--- config.mk ---
export PLATFORM = sky130hd
export DESIGN_NAME = ifc_fs4_conv
export DESIGN_NICKNAME = d
export VERILOG_FILES = /design/src/rtl/ifc_fs4_pkg.sv /design/src/rtl/ifc_hb_filter.sv /design/src/rtl/ifc_fs4_mix.sv /design/src/rtl/ifc_fs4_conv.sv
export SDC_FILE = /design/constraint.sdc
export NUM_CORES = 1
export LEC_CHECK = 0
export BUFFER_PORTS_ARGS = -buffer_cell sky130_fd_sc_hd__buf_2
export CELL_PAD_IN_SITES_DETAIL_PLACEMENT = 0
export CELL_PAD_IN_SITES_GLOBAL_PLACEMENT = 1
export CORE_UTILIZATION = 45
export DETAILED_ROUTE_END_ITERATION = 16
export GPL_TIMING_DRIVEN = 0
export HOLD_SLACK_MARGIN = 0.06
export PLACE_DENSITY = 0.8
export SKIP_LAST_GASP = 1
export SLEW_MARGIN = 10
export SYNTH_ARGS = -nofsm -noshare
export SYNTH_HDL_FRONTEND = slang
export SYNTH_SLANG_ARGS = --single-unit
--- constraint.sdc ---
create_clock -name clk -period 6.8 [get_ports clk]
set_input_delay 0 -clock clk [delete_from_list [all_inputs] [get_ports clk]]
set_output_delay 0 -clock clk [all_outputs]
set_load 0.03 [all_outputs]
--- src/rtl/ifc_fs4_pkg.sv ---
package ifc_fs4_pkg;

   typedef enum logic [1:0] {
      IFC_BYPASS = 2'd0,
      IFC_REAL1X = 2'd1,
      IFC_REAL2X = 2'd2,
      IFC_MUTE   = 2'd3
   } ifc_mode_e;

   // which half-band result a channel filter hands to the mixer
   typedef enum logic [1:0] {
      HB_FULL = 2'd0,
      HB_EVEN = 2'd1,
      HB_ODD  = 2'd2
   } hb_sel_e;

   localparam int HB_SPAN       = 7;
   localparam int HB_FULL_SHIFT = 5;
   localparam int HB_EVEN_SHIFT = 4;

endpackage

--- src/rtl/ifc_hb_filter.sv ---
module ifc_hb_filter
   import ifc_fs4_pkg::*;
#(
   parameter int W = 12
)
(
   input  logic                clk,
   input  logic                rst_n,
   input  logic signed [W-1:0] din,
   input  hb_sel_e             sel,
   output logic signed [W-1:0] newest_o,
   output logic signed [W-1:0] y_o
);
   localparam int AW       = W + 6;
   localparam int RND_FULL = 1 << (HB_FULL_SHIFT - 1);
   localparam int RND_EVEN = 1 << (HB_EVEN_SHIFT - 1);
   localparam logic signed [AW-1:0] HI = AW'((2 ** (W - 1)) - 1);
   localparam logic signed [AW-1:0] LO = AW'(-(2 ** (W - 1)));

   if (HB_SPAN != 7) begin : g_bad_span
      $error("ifc_hb_filter: kernel is written for seven taps");
   end

   function automatic logic signed [W-1:0] clip(input logic signed [AW-1:0] v);
      if (v > HI)      clip = HI[W-1:0];
      else if (v < LO) clip = LO[W-1:0];
      else             clip = v[W-1:0];
   endfunction

   // delay line, line[0] newest
   logic signed [W-1:0] line [HB_SPAN];

   always_ff @(posedge clk or negedge rst_n) begin
      if (!rst_n) begin
         for (int j = 0; j < HB_SPAN; j++) line[j] <= '0;
      end else begin
         line[0] <= din;
         for (int j = 1; j < HB_SPAN; j++) line[j] <= line[j-1];
      end
   end

   // sign-extended copies of the taps that carry weight (tap 5 is zero-weight)
   logic signed [AW-1:0] e0, e1, e2, e3, e4, e6;
   assign e0 = AW'(line[0]);
   assign e1 = AW'(line[1]);
   assign e2 = AW'(line[2]);
   assign e3 = AW'(line[3]);
   assign e4 = AW'(line[4]);
   assign e6 = AW'(line[6]);

   // single rate: symmetric pair 9*(t2+t4) + 16*t3 - t0 - t6, shift-add only
   logic signed [AW-1:0] pair_f, acc_full;
   assign pair_f   = e2 + e4;
   assign acc_full = (pair_f <<< 3) + pair_f + (e3 <<< 4) - e0 - e6 + AW'(RND_FULL);

   // double rate even phase: taps h0,h2,h4,h6 on x[k..k-3], gain 2 => /16
   logic signed [AW-1:0] pair_e, acc_even;
   assign pair_e   = e1 + e2;
   assign acc_even = (pair_e <<< 3) + pair_e - e0 - e3 + AW'(RND_EVEN);

   logic signed [W-1:0] full_w, even_w;
   assign full_w = clip(acc_full >>> HB_FULL_SHIFT);
   assign even_w = clip(acc_even >>> HB_EVEN_SHIFT);

   // odd phase is the centre tap alone: 16*x[k-1]/16 is exact
   always_comb begin
      case (sel)
         HB_EVEN: y_o = even_w;
         HB_ODD:  y_o = line[1];
         default: y_o = full_w;
      endcase
   end

   assign newest_o = line[0];

endmodule

--- src/rtl/ifc_fs4_mix.sv ---
module ifc_fs4_mix
   import ifc_fs4_pkg::*;
#(
   parameter int W = 12
)
(
   input  ifc_mode_e           mode,
   input  logic [1:0]          phase,
   input  logic                hold,
   input  logic signed [W-1:0] byp_i,
   input  logic signed [W-1:0] byp_q,
   input  logic signed [W-1:0] fil_i,
   input  logic signed [W-1:0] fil_q,
   output logic signed [W-1:0] mix_i,
   output logic signed [W-1:0] mix_q
);
   localparam logic signed [W-1:0] PMAX = {1'b0, {(W-1){1'b1}}};
   localparam logic signed [W-1:0] PMIN = {1'b1, {(W-1){1'b0}}};

   function automatic logic signed [W-1:0] flip(input logic signed [W-1:0] v);
      flip = (v == PMIN) ? PMAX : -v;
   endfunction

   always_comb begin
      mix_i = '0;
      mix_q = '0;
      if (!hold) begin
         case (mode)
            IFC_BYPASS: begin
               mix_i = byp_i;
               mix_q = byp_q;
            end
            IFC_REAL1X: begin
               // Re{(I + jQ) * j^n}: I, -Q, -I, Q
               case (phase)
                  2'd0:    mix_i = fil_i;
                  2'd1:    mix_i = flip(fil_q);
                  2'd2:    mix_i = flip(fil_i);
                  default: mix_i = fil_q;
               endcase
            end
            IFC_REAL2X: begin
               // output index m = 2n, 2n+1; m mod 4 is {0,1} or {2,3}
               mix_i = phase[0] ? flip(fil_i) : fil_i;
               mix_q = phase[0] ? fil_q : flip(fil_q);
            end
            default: begin
               mix_i = '0;
               mix_q = '0;
            end
         endcase
      end
   end

endmodule

--- src/rtl/ifc_fs4_conv.sv ---
module ifc_fs4_conv
   import ifc_fs4_pkg::*;
#(
   parameter int W = 12
)
(
   input  logic                clk,
   input  logic                rst_n,
   input  logic [1:0]          mode,
   input  logic signed [W-1:0] in_i,
   input  logic signed [W-1:0] in_q,
   output logic signed [W-1:0] out_i,
   output logic signed [W-1:0] out_q
);
   localparam int D1X = HB_SPAN - 1;
   localparam int D2X = HB_SPAN / 2;
   localparam int FW  = $clog2(D1X + 1);
   localparam logic signed [W-1:0] PMAX = {1'b0, {(W-1){1'b1}}};
   localparam logic signed [W-1:0] PMIN = {1'b1, {(W-1){1'b0}}};

   if (W < 6 || W > 24) begin : g_bad_w
      $error("ifc_fs4_conv: W must lie in 6..24");
   end

   ifc_mode_e       mode_in, mode_q;
   logic            chg, hold;
   logic [1:0]      phase;
   logic [FW-1:0]   fill, dly;

   assign mode_in = ifc_mode_e'(mode);
   assign chg     = (mode_in != mode_q);

   always_ff @(posedge clk or negedge rst_n) begin
      if (!rst_n) begin
         mode_q <= IFC_BYPASS;
         phase  <= '0;
         fill   <= '0;
      end else begin
         mode_q <= mode_in;
         if (chg) begin
            phase <= '0;
            fill  <= '0;
         end else begin
            phase <= phase + 2'd1;
            if (fill != FW'(D1X)) fill <= fill + 1'b1;
         end
      end
   end

   always_comb begin
      case (mode_q)
         IFC_REAL1X: dly = FW'(D1X);
         IFC_REAL2X: dly = FW'(D2X);
         default:    dly = '0;
      endcase
   end

   assign hold = (fill < dly);

   logic signed [W-1:0] ch_din [2];
   logic signed [W-1:0] ch_new [2];
   logic signed [W-1:0] ch_fil [2];
   hb_sel_e             ch_sel [2];

   assign ch_din[0] = in_i;
   assign ch_din[1] = in_q;

   for (genvar c = 0; c < 2; c++) begin : g_chan
      localparam hb_sel_e SEL_2X = (c == 0) ? HB_EVEN : HB_ODD;
      assign ch_sel[c] = (mode_q == IFC_REAL2X) ? SEL_2X : HB_FULL;
      ifc_hb_filter #(.W(W)) u_hb (
         .clk      (clk),
         .rst_n    (rst_n),
         .din      (ch_din[c]),
         .sel      (ch_sel[c]),
         .newest_o (ch_new[c]),
         .y_o      (ch_fil[c])
      );
   end

   logic signed [W-1:0] mix_i, mix_q;

   ifc_fs4_mix #(.W(W)) u_mix (
      .mode  (mode_q),
      .phase (phase),
      .hold  (hold),
      .byp_i (ch_new[0]),
      .byp_q (ch_new[1]),
      .fil_i (ch_fil[0]),
      .fil_q (ch_fil[1]),
      .mix_i (mix_i),
      .mix_q (mix_q)
   );

   always_ff @(posedge clk or negedge rst_n) begin
      if (!rst_n) begin
         out_i <= '0;
         out_q <= '0;
      end else begin
         out_i <= mix_i;
         out_q <= mix_q;
      end
   end

   function automatic logic signed [W-1:0] neg_ref(input logic signed [W-1:0] v);
      neg_ref = (v == PMIN) ? PMAX : -v;
   endfunction


   bypass_pass_chk: assert property (@(posedge clk) disable iff (!rst_n)
      (mode_q == IFC_BYPASS && fill != '0) |=> (out_i == $past(in_i, 2) && out_q == $past(in_q, 2)));


   mute_zero_chk: assert property (@(posedge clk) disable iff (!rst_n)
      (mode_q == IFC_MUTE) |=> (out_i == '0 && out_q == '0));


   real1x_q_zero_chk: assert property (@(posedge clk) disable iff (!rst_n)
      (mode_q == IFC_REAL1X) |=> (out_q == '0));


   real2x_odd_pos_chk: assert property (@(posedge clk) disable iff (!rst_n)
      (mode_q == IFC_REAL2X && !hold && phase[0]) |=> (out_q == $past(in_q, 3)));


   real2x_odd_neg_chk: assert property (@(posedge clk) disable iff (!rst_n)
      (mode_q == IFC_REAL2X && !hold && !phase[0]) |=> (out_q == neg_ref($past(in_q, 3))));


   hold_zero_chk: assert property (@(posedge clk) disable iff (!rst_n)
      hold |=> (out_i == '0 && out_q == '0));


   phase_restart_chk: assert property (@(posedge clk) disable iff (!rst_n)
      chg |=> (phase == 2'd0 && fill == '0));

endmodule

* Word level (Yosys, flattened, before mapping)
Index checks and enable logic that the tools add are counted.
Word-level totals: word-level logic and storage cells 94, register bits 199
Cells by class: add/sub/neg operators 26, equal/unequal tests 12, multiplexer cells 25, magnitude comparators 9, reductions and logical operators 3
Operators by type and width (number):
- $mux 12 | 14
- $sub 18x12->18 | 8
- $add 18x18->18 | 4
- $pmux 12 s2 | 3
- $pmux 12 s3 | 2
- $add 12x12->13 | 4
- $add 18x16->18 | 2
- $add 18x5->18 const B | 2
- $add 18x6->18 const B | 2
- $gt 14x12->1 const B | 2
- $lt 14x12->1 const B | 2
- $gt 13x12->1 const B | 2
- $lt 13x12->1 const B | 2
- $eq 12x12->1 const B | 2
- $neg 12->12 | 2
- $eq 2x1->1 const B | 3
- $eq 2x2->1 const B | 3
- $mux 3 | 2
- $pmux 3 s2 | 1
- $logic_not 2->1 | 2
- $mux 2 | 2
- $add 3x1->3 const B | 1
- $lt 3x3->1 | 1
- $ne 3x3->1 const B | 1
- other kinds (6) | 6

* Depth between registers and ports, before layout
Gate-level depths: netlist (run 1).
depth in word-level cells 15, depth in mapped cells 38, gate-level depth less buffers 37

* By module
Synthesis (run 1) repeated with hierarchy kept, for this count alone.
Second synthesis, totals: cell total of the unflattened synthesis 1822, area, all modules 17428.0 sq um
By module, submodules not included:
- ifc_hb_filter (g_chan[0].u_hb) | area an instance 7440.9 sq um, times used 1, sequential area each 2102.0 sq um, cells an instance 747
- ifc_hb_filter (g_chan[1].u_hb) | area an instance 7186.9 sq um, times used 1, sequential area each 2102.0 sq um, cells an instance 712
- ifc_fs4_mix | area an instance 1818.0 sq um, times used 1, sequential area each 0.0 sq um, cells an instance 303
- ifc_fs4_conv | area an instance 982.2 sq um, times used 1, sequential area each 775.7 sq um, cells an instance 60

* Least setup slack after synthesis (run 1)
OpenSTA, ideal clock, no wires.
kind register to register, start point register g_chan[1].u_hb.line (netlist bit g_chan[1].u_hb.e4[0]), end point register out_i[10], arrival 7.446 ns, setup time 0.120 ns, clock period less this slack 7.565 ns, buffers on the path 1, cell stages (with the launch flop) 37, setup slack -0.765 ns, cell sequence dfrtp_1 ha_1 inv_1 fa_1 inv_1 a21oi_1 o21bai_1 a21oi_1 o21bai_1 a21o_1 nand2_1 a21boi_0 o21ai_0 nand2b_1 xor2_1 fa_1 fa_1 inv_1 fa_1 inv_1 ha_1 buf_2 o21a_1 o211a_1 a2111oi_4 o31a_2 nor2_2 maj3_1 mux2i_1 ha_1 nand2_1 nor2_1 nand4_2 or4b_1 a31oi_1 a2bb2oi_1 nand2_1
On the way: word-level cells in the longest chain between the ends 15, elaborated cells between the ends (all ways) 17, classes of those cells add/sub (7); order compare (2); eq/ne (1); mux (7)
RTL lines:
- from (decl) | line ifc_hb_filter.sv:31 | logic signed [W-1:0] line [HB_SPAN];
- $add 12x12->13 * | line ifc_hb_filter.sv:53 | assign pair_f = e2 + e4;
- $add 18x18->18 * | line ifc_hb_filter.sv:54 | assign acc_full = (pair_f <<< 3) + pair_f + (e3 <<< 4) - e0 - e6 + AW'(RND_FULL);
- $add 18x16->18 * | line ifc_hb_filter.sv:54
- $sub 18x12->18 * (2 in a row) | line ifc_hb_filter.sv:54
- $add 18x6->18 * | line ifc_hb_filter.sv:54
- $lt 13x12->1 | line ifc_hb_filter.sv:26 | else if (v < LO) clip = LO[W-1:0];
- $mux 12 | line ifc_hb_filter.sv:26
- $mux 12 * | line ifc_hb_filter.sv:25 | if (v > HI) clip = HI[W-1:0];
- $pmux 12 s2 * | line ifc_hb_filter.sv:67 | case (sel)
- $neg 12->12 or $eq 12x12->1 (tied branches) | line ifc_fs4_mix.sv:21 | flip = (v == PMIN) ? PMAX : -v;
- $mux 12 | line ifc_fs4_mix.sv:21
- $pmux 12 s3 * | line ifc_fs4_mix.sv:35 | case (phase)
- $pmux 12 s3 * | line ifc_fs4_mix.sv:28 | case (mode)
- $mux 12 * | line ifc_fs4_mix.sv:27 | if (!hold) begin
- named net mix_i[10] | line ifc_fs4_conv.sv:81 | logic signed [W-1:0] mix_i, mix_q;
- to (signal assigned) | line ifc_fs4_conv.sv:100 | out_i <= mix_i;
- to (decl) | line ifc_fs4_conv.sv:12 | output logic signed [W-1:0] out_i,
The timed path passes the listed nets; every way through them passes the cells marked *. A chain may end at the register's enable or synchronous reset.

* Final worst setup path (run 1)
start point register g_chan[1].u_hb.line (netlist bit g_chan[1].u_hb.e2[0]), end point register out_i[10]
On the way: word-level cells in the longest chain between the ends 15, elaborated cells between the ends (all ways) 26, classes of those cells add/sub (12); order compare (4); eq/ne (1); mux (9)
RTL lines (line):
- $add 12x12->13 | ifc_hb_filter.sv:53
- $add 18x18->18 | ifc_hb_filter.sv:54
- $add 18x16->18 | ifc_hb_filter.sv:54
- $sub 18x12->18 (2 in a row) | ifc_hb_filter.sv:54
- $add 18x6->18 | ifc_hb_filter.sv:54
- $lt 13x12->1 | ifc_hb_filter.sv:26
- $mux 12 | ifc_hb_filter.sv:26
- $mux 12 | ifc_hb_filter.sv:25
- $pmux 12 s2 * | ifc_hb_filter.sv:67
- $neg 12->12 or $eq 12x12->1 (tied branches) | ifc_fs4_mix.sv:21
- $mux 12 | ifc_fs4_mix.sv:21
- $pmux 12 s3 * | ifc_fs4_mix.sv:35
- $pmux 12 s3 * | ifc_fs4_mix.sv:28
- $mux 12 * | ifc_fs4_mix.sv:27
- named net mix_i[10] | ifc_fs4_conv.sv:81
Marked as above.

==> results of run 1 <==
## placed cells by master (no fill, tap or decap), types with 7 or more instances in the layout
cell type	Yosys	final
a211o_1	9	8
a211oi_1	12	8
a21o_1	24	24
a21oi_1	89	59
a21oi_2	3	30
a22oi_1	7	7
and2_1	8	8
and3_1	9	7
buf_2	6	52
buf_4	1	88
buf_6	2	16
clkbuf_1	20	19
clkbuf_16	0	17
dfrtp_1	199	198
dlygate4sd3_1	0	27
fa_1	109	107
ha_1	147	131
ha_4	0	11
inv_1	272	266
nand2_1	70	68
nand2b_1	10	9
nand3_1	20	16
nor2_1	70	62
nor3_1	14	13
o211ai_1	18	18
o21a_1	10	10
o21ai_0	49	35
o21ai_1	11	12
o21ai_2	2	7
o21ai_4	0	8
o21bai_1	14	12
xnor2_1	55	50
xor2_1	26	23
## state kept, by name, summed over array words and instances (netlist names), 3 cells and up
signal	cells
out_q	12
g_chan.u_hb.e1	24
out_i	12
g_chan.u_hb.newest_o	24
fill	3
g_chan.u_hb.e3	24
g_chan.u_hb.e4	24
g_chan.u_hb.e2	24
g_chan.u_hb.e6	24
g_chan.u_hb.line	24
## layout make-up
| cell class | count | area, µm² | share of cell area (%) |
|---|---|---|---|
| Tap cell | 442 | 553 | 3.01 |
| Multi-Input combinational cell | 958 | 9730 | 52.9 |
| Buffer | 26 | 130 | 0.707 |
| Clock inverter | 14 | 183 | 0.993 |
| Sequential cell | 199 | 4980 | 27.1 |
| Timing Repair Buffer | 179 | 1360 | 7.41 |
| Antenna cell | 1 | 2.50 | 0.0136 |
| Inverter | 273 | 1020 | 5.57 |
| Clock buffer | 18 | 429 | 2.33 |
## routing by layer
metal | up-vias | track usage (%) | part of all wire (%)
met5 | - | 0 | 0
met2 | 230 | 40.9 | 49
li1 | 5339 | - | -
met4 | 0 | 9.90 | 3.2
met1 | 5711 | 31.9 | 45
met3 | 76 | 3.43 | 3.5
## synthesized netlist by cell type, types with 6 or more instances
cell type and count:
nand3_1 20, o2bb2ai_1 6, xor2_1 26, o21ai_0 49, a211o_1 9, dfrtp_1 199
buf_2 6, a21o_1 24, nor3_1 14, o22ai_1 10, a22oi_1 7, a31oi_1 14
and2_1 8, a21oi_1 89, fa_1 109, ha_1 147, or2_2 8, and3_1 9
o21bai_1 14, o211ai_1 18, xnor2_1 55, nand2b_1 10, o21a_1 10, nor2_1 70
clkbuf_1 20, o21ai_1 11, a211oi_1 12, inv_1 272, nand2_1 70
## cells by family (layout without fill, tap and decap cells)
kind of cell | after synthesis | in the layout
AO/OA/AOI/OAI | 355 | 356
buffers and inverters | 303 | 510
adder cells (fa/ha/maj) | 259 | 259
AND/OR/NAND/NOR | 252 | 252
flip-flops | 199 | 199
XOR/XNOR | 83 | 83
multiplexers | 8 | 8
other | 0 | 1
## metrics by stage
stage | utilization, % | cell area [µm²] | setup WS, ps | hold WS [ps]
2_1_floorplan | - | 14900 | -495 | -296
3_3_place_gp | 48.4 | 15700 | -1560 | 107
3_5_place_dp | 48.5 | 15700 | -1660 | 41.3
4_1_cts | 55.2 | 17900 | -691 | 141
5_1_grt | 56.7 | 18400 | -1190 | 154
6_report | 56.7 | 18400 | -867 | 122
## repair_timing
item	in CTS	in global routing
buffers inserted	76	24
hold buffers	27	0
hold endpoints to repair	117	0
endpoints found under the setup margin	24	24
cloned	1	0
gates resized for setup	147	60
pin swaps	70	62
## how the worst min path moves through the flow
stage	startpoint	end	slack [ps]	cells past startpoint
floorplan	rst_n	fill[0]	-300	0
global placement	in_i[8]	g_chan[0].u_hb.newest_o[8]	110	1
detailed placement	rst_n	g_chan[0].u_hb.e6[1]	40	1
CTS	in_i[10]	g_chan[0].u_hb.newest_o[10]	140	2
global route	in_i[10]	g_chan[0].u_hb.newest_o[10]	150	2
finish	rst_n	g_chan[0].u_hb.e6[1]	120	2
## worst register-to-register path, delay by kind of cell, from the launching register on
family,cells,cell delay [ps]
AOI/OAI and AO/OA,16,2860
adders and majority gates,7,2540
and+or+nand+nor,8,1210
DFF,1,390
buffers and inverters,5,320
xor gates and xnor gates,1,230
==> impl_metrics.toml, run 1 <==
[final_layout]
drive_gt1_share_pct = 23.0
nFillCells = 2793
syn_to_final_growth_pct = 24.1
instances_no_fill = 2110
nets = 1938

[clock_tree]
cts_made_buffers = 17
numClockSinks = 199
clk_latency_ps = 480
cts-root-buf = "clkbuf_16"
path_clk_slew_ps = 80
clockBufferDepth = 2
cts_htree_levels = 4
cts_tree = "yes"

[yosys]
ys.flop_type = "dfrtp_1"
netlist.area_leader.share_pct = 33.6
syn_avg_cell_area_um2 = 10.2
synth_area_leaders = "dfrtp_1, fa_1, ha_1"
syn_area_um2 = 14800
synthXorXnorAreaFrac_pct = 5.12
synth_seq_area_share_pct = 33.6
yosysUniqueCellTypes = 97
synthSimpleGateAreaFrac_pct = 8.63
synth_nets = 1743
synthesis.instances = 1459
muxShareOfSynthArea_pct = 0.599
ys_warn_count = 0
synth_edf_count = 0
synth_fa_ha_area_share_pct = 27.3
async_flop_share_pct = 100
synth_top_family_by_area = "adder cells"
synth-seq-cells = 199
synth_top_area_cell = "dfrtp_1"
synth-compound-area-share_pct = 16.8

[die]
start_util_pct = 45.7
die_w_um = 183
core_area_um2 = 32500
die_area_um2 = 33700
rows = 66
num_io_pins = 52
die_h_um = 183

[timing]
finalSetupTns_ps = -16430
skew_ps = 23.4
setup_viol = 24
rsz0062_at_grt = "true"
fin_crit_ps = 7670
relSlewSlack_pct = 13.8
maxSlewViolCount = 0
fmax_ghz = 0.130
worstMarginPinSlew_ps = 1290
setup_slack_ps = -867
finalCritPeriodShare_pct = 113
finalHoldViolCount = 0

[place]
dp_hpwl_um = 29500
port-buffer-count = 51
dpl.cell_count = 1953
routabilityCongestion = 0.907

[setup_path]
cp.arrival_ps = 8020
worst_r2r_endpoint = "out_i[10]"
crit_start = "g_chan[1].u_hb.e2[0]"
ff2ff_path_depth = 37
path_delay_family = "compound AO/OA/AOI/OAI gates"
r2r-start = "g_chan[1].u_hb.e2[0]"
cp-endpoint = "out_i[10]"
path_class = "reg2reg"
start_kind = "flop"
cp_max_fo = 5
required_ps = 7150
critPathMaxStageDelay_ps = 560
path_buf_inv = 5
r2r_setup_slack_ps = -870
path_depth = 37
worstSetupEndpointType = "flop"
slowest_stage = "fa_1"

[routing]
firstDrtPassIters = 5
num_vias = 11356
ant_nets = 0
wl_um = 39500
remaining_drc_errors = 0
post_drt_wl_per_cell_um = 18.7
first_iter_violations = 590
via_per_inst = 5.38

[global_routing]
grt_pass1_wl_um = 62500
antenna_found_initial = 0
grt_overflow_total = 0
grt_usage_pct = 24.4
grt_pass1_vias = 11796
grt_max_degree = 114

[run_status]
status = "finished, violations left"
violations = "setup timing"

[run]
max-cap-violations = 0

[worst_hold_path]
hp-class = "in2async"
Power of run 1 is left out: the tool's default activity adds up to more than one toggle a clock period on the data nets, which glitch-free logic cannot reach.
==> run 2, diff against run 1 <==
--- a/config.mk
+++ b/config.mk
@@ -9,4 +9,5 @@
 export CELL_PAD_IN_SITES_DETAIL_PLACEMENT = 0
 export CELL_PAD_IN_SITES_GLOBAL_PLACEMENT = 1
+export CORE_MARGIN = 2
 export CORE_UTILIZATION = 45
 export DETAILED_ROUTE_END_ITERATION = 16
==> constraint.sdc (replaced) <==
create_clock -name clk -period 6.8 [get_ports clk]
set_input_delay 2.04 -clock clk [delete_from_list [all_inputs] [get_ports clk]]
set_output_delay 2.04 -clock clk [all_outputs]
set_load 0.02 [all_outputs]
==> impl_metrics.toml, run 2 (synthesis results as in run 1) <==
[setup_path]
path_common_cell = "inv_2"
start_kind = "flop"
path_delay_family = "adder cells"
required_ps = 7160
slowest_stage = "fa_1"
path_class = "reg2reg"
worstSetupEndpointType = "flop"
cp.arrival_ps = 8010
path_buf_inv = 4
critPathMaxStageDelay_ps = 560
cp_max_fo = 5

[timing]
setup_viol = 24
skew_ps = 19.2
finalCritPeriodShare_pct = 112
setup_slack_ps = -847
maxSlewViolCount = 0
worstMarginPinSlew_ps = 1080
relSlewSlack_pct = 28.0
finalHoldViolCount = 0
fin_crit_ps = 7650
fmax_ghz = 0.131
rsz0062_at_grt = "true"

[routing]
ant_nets = 0
remaining_drc_errors = 0
first_iter_violations = 540
post_drt_wl_per_cell_um = 18.3
firstDrtPassIters = 6
via_per_inst = 5.37
wl_um = 37700
num_vias = 11051

[final_layout]
nets = 1886
stdcell_area_um2 = 17900
antenna_cells = 0
nFillCells = 2825
layout_commonest_cell = "inv_1"
drive_gt1_share_pct = 21.9
syn_to_final_growth_pct = 20.6
final_cell_mix = "inv_1, dfrtp_1, ha_1"

[die]
die_w_um = 185
start_util_pct = 45.7
num_io_pins = 52
rows = 66
core_area_um2 = 32500
die_h_um = 185
die_area_um2 = 34400

[run_status]
violations = "setup timing"
status = "finished, violations left"

[global_routing]
grt_usage_pct = 23.1
grt_pass1_vias = 11390
antenna_found_initial = 1
grt_max_degree = 85
grt_overflow_total = 0
grt_pass1_wl_um = 60500

[place]
port-buffer-count = 51
dp_hpwl_um = 29200
placed_cell_area_um2 = 15800
routabilityCongestion = 0.930

[worst_hold_path]
hp-class = "reg2reg"

[clock_tree]
clk_latency_ps = 470
cts_htree_levels = 4
numClockSinks = 199
path_clk_slew_ps = 90
cts_tree = "yes"
cts_made_buffers = 17
cts-root-buf = "clkbuf_16"
clockBufferDepth = 2

[run]
max-cap-violations = 0
==> run 2: area by class of cell <==
type / count / area (µm²) / area share, %
buffer: 26 / 138 / 0.770
clock buffer: 19 / 433 / 2.42
clock inverter: 13 / 158 / 0.882
inverter: 273 / 1020 / 5.73
multi-input combinational: 957 / 9660 / 54.0
sequential: 199 / 4980 / 27.9
tap: 442 / 553 / 3.09
timing repair buffer: 128 / 935 / 5.23
==> run 2: worst paths after layout <==
kind	start	end	slack, ps	cells after the start
max	g_chan[1].u_hb.e2[0]	out_i[4]	-850	35
min	g_chan[0].u_hb.line[21]	g_chan[0].u_hb.e6[9]	350	0
max reg2reg	g_chan[1].u_hb.e2[0]	out_i[4]	-850	35
min reg2reg	g_chan[0].u_hb.line[21]	g_chan[0].u_hb.e6[9]	350	0
max in group asynchronous	rst_n	g_chan[1].u_hb.line[23]	4520	2
min in group asynchronous	rst_n	g_chan[0].u_hb.line[14]	1500	1
==> run 2: repair_timing <==
| action | CTS | global route |
|---|---|---|
| pin swaps | 60 | 81 |
| resized for setup | 115 | 75 |
| gates cloned | 0 | 0 |
| setup buffers | 47 | 29 |
| setup endpoints to repair | 24 | 24 |
| hold buffers | 0 | 0 |
==> run 2: per-layer routing <==
| layer | up-vias | global-route usage, % | wire [µm] |
|---|---|---|---|
| met3 | 69 | 3.93 | 1560 |
| met2 | 242 | 38.6 | 18200 |
| met1 | 5523 | 30.3 | 16800 |
| li1 | 5215 | - | - |
| met5 | - | 0 | 13 |
| met4 | 2 | 8.44 | 1140 |
==> run 2: per-stage QoR <==
stage | hold WS, ps | setup WS [ps] | cells | setup TNS (ps) | util [%]
2_1_floorplan | 331 | -495 | 1459 | -4230 | -
3_3_place_gp | 332 | -1550 | 1952 | -28580 | 48.4
3_5_place_dp | 335 | -1590 | 1954 | -29650 | 48.6
4_1_cts | 343 | -759 | 2031 | -12370 | 53.2
5_1_grt | 354 | -1150 | 2057 | -23370 | 55.1
6_report | 345 | -847 | 2057 | -15750 | 55.1
Power of run 2 is left out for the same reason.
